$ cat src/rtl/nco_pkg.sv
package nco_pkg;
  localparam int CwBits   = 16;
  localparam int ByteBits = 8;

  // control -> datapath strobes
  typedef struct packed {
    logic              commit;
    logic [CwBits-1:0] word;
  } cwStrobeT;
endpackage

$ cat src/rtl/nco_cw_ctrl.sv
module nco_cw_ctrl
  import nco_pkg::*;
(
  input  logic                clk,
  input  logic                rst_n,
  input  logic                wrHiEn,
  input  logic                wrLoEn,
  input  logic [ByteBits-1:0] wrData,
  output cwStrobeT            strb
);
  localparam int HiBits = CwBits - ByteBits;

  logic [HiBits-1:0] shadowHi;

  // upper byte waits here until the lower byte commits
  always_ff @(posedge clk or negedge rst_n) begin
    if (!rst_n)      shadowHi <= '0;
    else if (wrHiEn) shadowHi <= wrData[HiBits-1:0];
  end

  // a simultaneous upper write lands in the shadow after this commit
  always_comb begin
    strb.commit = wrLoEn;
    strb.word   = {shadowHi, wrData};
  end
endmodule

$ cat src/rtl/nco_phase_dp.sv
module nco_phase_dp
  import nco_pkg::*;
(
  input  logic              clk,
  input  logic              rst_n,
  input  cwStrobeT          strb,
  output logic [CwBits-1:0] curWord,
  output logic              sqOut,
  output logic              tickOut
);
  localparam int MsbIdx = CwBits - 1;
  localparam logic [CwBits-1:0] HalfScale = CwBits'(1) << MsbIdx;

  logic [CwBits-1:0] activeWord;
  logic [CwBits-1:0] acc;
  logic              prevMsb;

  always_ff @(posedge clk or negedge rst_n) begin
    if (!rst_n) begin
      activeWord <= '0;
      acc        <= '0;
      prevMsb    <= 1'b0;
    end else begin
      if (strb.commit) activeWord <= strb.word;
      acc     <= acc + activeWord;   // wraps modulo 2^CwBits
      prevMsb <= acc[MsbIdx];
    end
  end

  assign curWord = activeWord;
  assign sqOut   = acc[MsbIdx];
  assign tickOut = acc[MsbIdx] & ~prevMsb;

  p_tick_on_rise_r5: assert property (@(posedge clk) disable iff (!rst_n)
    $rose(sqOut) |-> tickOut);
  p_freeze_r9: assert property (@(posedge clk) disable iff (!rst_n)
    (activeWord == '0) |=> $stable(sqOut) && !tickOut);
  p_half_toggle_r4: assert property (@(posedge clk) disable iff (!rst_n)
    (activeWord == HalfScale) |=> (sqOut != $past(sqOut)));
  p_hold_word_r6: assert property (@(posedge clk) disable iff (!rst_n)
    !strb.commit |=> $stable(activeWord));
endmodule

$ cat src/rtl/nco_tick_gen.sv
module nco_tick_gen
  import nco_pkg::*;
(
  input  logic                clk,
  input  logic                rst_n,
  input  logic                wrHiEn,
  input  logic                wrLoEn,
  input  logic [ByteBits-1:0] wrData,
  output logic                sqOut,
  output logic                tickOut
);
  cwStrobeT          strb;
  logic [CwBits-1:0] curWord;

  nco_cw_ctrl u_ctrl (
    .clk    (clk),
    .rst_n  (rst_n),
    .wrHiEn (wrHiEn),
    .wrLoEn (wrLoEn),
    .wrData (wrData),
    .strb   (strb)
  );

  nco_phase_dp u_dp (
    .clk     (clk),
    .rst_n   (rst_n),
    .strb    (strb),
    .curWord (curWord),
    .sqOut   (sqOut),
    .tickOut (tickOut)
  );

  // low byte of a commit always comes from the write data
  p_commit_low_r7: assert property (@(posedge clk) disable iff (!rst_n)
    wrLoEn |=> (curWord[ByteBits-1:0] == $past(wrData)));
endmodule

$ cat config.mk
export PLATFORM = sky130hd
export DESIGN_NAME = nco_tick_gen
export DESIGN_NICKNAME = d
export VERILOG_FILES = /design/src/rtl/nco_pkg.sv /design/src/rtl/nco_cw_ctrl.sv /design/src/rtl/nco_phase_dp.sv /design/src/rtl/nco_tick_gen.sv
export SDC_FILE = /design/constraint.sdc
export NUM_CORES = 1
export LEC_CHECK = 0
export ABC_AREA = 1
export BUFFER_PORTS_ARGS = -buffer_cell sky130_fd_sc_hd__buf_2
export CAP_MARGIN = 10
export CORE_ASPECT_RATIO = 0.6
export CORE_MARGIN = 4
export CORE_UTILIZATION = 46
export DETAILED_ROUTE_END_ITERATION = 8
export PLACE_DENSITY = 0.64
export SYNTH_ARGS = -nofsm -noshare
export SYNTH_HDL_FRONTEND = slang
export SYNTH_HIERARCHICAL = 1
export SYNTH_SLANG_ARGS = --single-unit
$ cat constraint.sdc
create_clock -name clk -period 1.9 [get_ports clk]
set_input_delay 0.285 -clock clk [delete_from_list [all_inputs] [get_ports clk]]
set_output_delay 0.285 -clock clk [all_outputs]
set_load 0.02 [all_outputs]
==> run_results.csv <==
group,metric,value,unit
outcome,status,"finished clean",
setup_path,r2r_cells,10,
worst_hold_path,hp-class,"in2async",
route,drc,0,
placement,dpl.cell_count,337,
sta,slew_headroom,65.6,%
clocking,root_buffer,"clkbuf_8",
clocking,cts_tree,"done",
global_route,grt_start_max_net_pins,42,
sta,final_hold_viol_count,0,
synth,syn_inst,272,
synth,synth_cell_types,22,
synth,syn_avg_cell_area,8.56,sq um
placement,hpwlAfterDp,3500,um
sta,clock-skew-final,0.00526,ns
cells_and_area,final_cell_mix,"98 x nand2_1, 41 x dfrtp_1, 33 x inv_1",
clocking,cts_hold_buf,0,
route,viasPerCell,4.75,
route,wl_per_cell,12.9,um
global_route,track_usage,16.2,%
setup_path,arrival,1.96,ns
global_route,grt_pass1_wl,7850,um
setup_path,timing.rr.start,"u_dp/curWord[0]",
global_route,grt_pass1_vias,1608,
setup_path,startpoint,"u_dp/curWord[0]",
die,core_area,0.00473,sq mm
power_and_ir_drop,p_total,3710,uW
sta,rsz0062_at_grt,"no",
clocking,cts_post_setup_buffers_inserted,0,
sta,fin_crit_sh,93.2,%
clocking,clk_path_buf_depth,2,
power_and_ir_drop,ir_worst_vdd,0.000683,V
sta,final.setup.tns,0,ns
setup_path,reg2reg_to,"u_dp/acc[14]",
route,first_pass_iters,4,
placement,place_congestion,0.810,
die,die_y,63.1,um
clocking,numCtsBuffers,5,
die,dieArea,0.00630,sq mm
cells_and_area,n_fill_cell,432,
placement,port_buffers,13,
cells_and_area,area_delta_synth_final,6.45,%
sta,drv_slew,0,
setup_path,critPathMaxFanout,3,
synth,syn_area,0.00233,sq mm
power_and_ir_drop,power_density,1500,mW/mm^2
global_route,antenna_found_initial,0,
setup_path,end_kind,"flip-flop",
synth,yosys_warnings,6,
cells_and_area,layout_commonest_cell,"nand2_1",
sta,setup_viol,0,
route,drt-initial-drc-count,79,
setup_path,critPathKind,"reg2reg",
sta,setup_slack,0.129,ns
clocking,clk_latency,0.29,ns
route,ant_nets,0,
die,ios,14,
die,fp.dieW,99.8,um
cells_and_area,nets,309,
setup_path,crit_path_start_kind,"flip-flop",
die,initial_core_util,49.2,%
clocking,clkTransAtPathRegs,0.08,ns
global_route,overflow,0,
die,num_rows,19,
synth,ys_ff_latch,41,
clocking,clkSinkCount,41,
cells_and_area,postLayoutCoreUtil,52.4,%
synth,yosysSeqAreaShare,44.1,%
clocking,cts-htree-levels,2,
sta,clock.fmax,565,MHz
cells_and_area,finalNonFillerCells,344,
setup_path,critPathRequiredTime,2.09,ns
placement,place_ws,0.164,ns
synth,syn_nets,300,
clocking,cts-resized-gates,0,
power_and_ir_drop,cellLeakagePower,0.00136,uW
route,vias,1634,
cells_and_area,antenna_cells,0,
route,drt_wl_total,4430,um
sta,tightest_slew,0.516,ns
run,drv_cap,0,
setup_path,ff2ff_setup_slack,0.13,ns
sta,min_period,1.77,ns
cells_and_area,drive_gt1_share,19.2,%
where the power goes:
group / switching, uW / internal [uW] / total, uW / leakage [uW]
registers: 113 / 1130 / 1250 / 0.000489
clock network: 297 / 287 / 584 / 0.0000433
logic: 1170 / 708 / 1880 / 0.000831
Yosys cell counts:
cell,number,area (sq um)
nand2_1,98,368
dfrtp_1,41,1030
inv_1,33,124
mux2_2,16,180
ha_1,15,188
nor2_1,11,41.3
buf_4,10,75.1
nand3_1,9,45.0
nand2_2,7,43.8
a21oi_1,6,30.0
xor2_1,6,52.6
inv_2,5,18.8
nor3_2,3,30.0
nand3b_1,2,15.0
or2_1,2,12.5
xnor2_1,2,17.5
a21oi_2,1,8.76
and2_4,1,8.76
buf_2,1,5.00
buf_6,1,11.3
fa_1,1,20.0
nand4_1,1,6.26
state kept, by name, indices dropped and copies added, names as in the netlist:
register         count
u_dp/curWord        16
u_ctrl/shadowHi      8
u_dp/prevMsb         1
u_dp/acc            16
layout make-up:
class | count | area (sq um) | share of cell area (%)
Sequential cell | 41 | 1030 | 41.4
Multi-Input combinational cell | 181 | 1070 | 43.1
Tap cell | 63 | 78.8 | 3.18
Timing Repair Buffer | 14 | 72.6 | 2.93
Clock buffer | 6 | 82.6 | 3.33
Clock inverter | 1 | 7.51 | 0.303
Inverter | 38 | 143 | 5.76
critical path: stages, from the launching register on:
cell	delay, ns
dfrtp_1	0.39
ha_1	0.23
fa_1	0.41
nand2_1	0.09
nand2_1	0.07
nand3b_1	0.12
nand2_1	0.12
nand2_1	0.10
nand2_1	0.05
nand2_1	0.06
nand2_1	0.04
through the flow:
stage / instance area [sq um] / hold slack, ns
after floorplan: 2330 / -0.0106
after global placement: 2390 / 0.379
after detailed placement: 2390 / 0.375
after CTS: 2480 / 0.0515
after global routing: 2480 / 0.0841
final: 2480 / 0.0444
cells by family after synthesis:
family                     after synthesis  synth area share [%]
xor gates and xnor gates                 8                  3.01
muxes                                   16                  7.74
DFF                                     41                  44.1
adders and majority gates               16                  8.92
and+or+nand+nor                        134                  24.5
buffers and inverters                   50                  10.1
AOI/OAI and AO/OA                        7                  1.67
layer usage:
metal | track usage, % | routed length [um]
met5 | 0 | 0
met4 | 4.26 | 39
met3 | 3.97 | 271
met2 | 23.4 | 1790
met1 | 24.1 | 2330
how the worst max path moves through the flow:
stage,endpoint,slack (ns),cells after the start
floorplan,u_dp/acc[8],0.32,8
global placement,u_dp/acc[14],0.21,10
detailed placement,u_dp/acc[14],0.16,10
CTS,u_dp/acc[14],0.16,10
global route,u_dp/acc[14],0.05,10
finish,u_dp/acc[14],0.13,10
(Power assumes the default switching activity.)
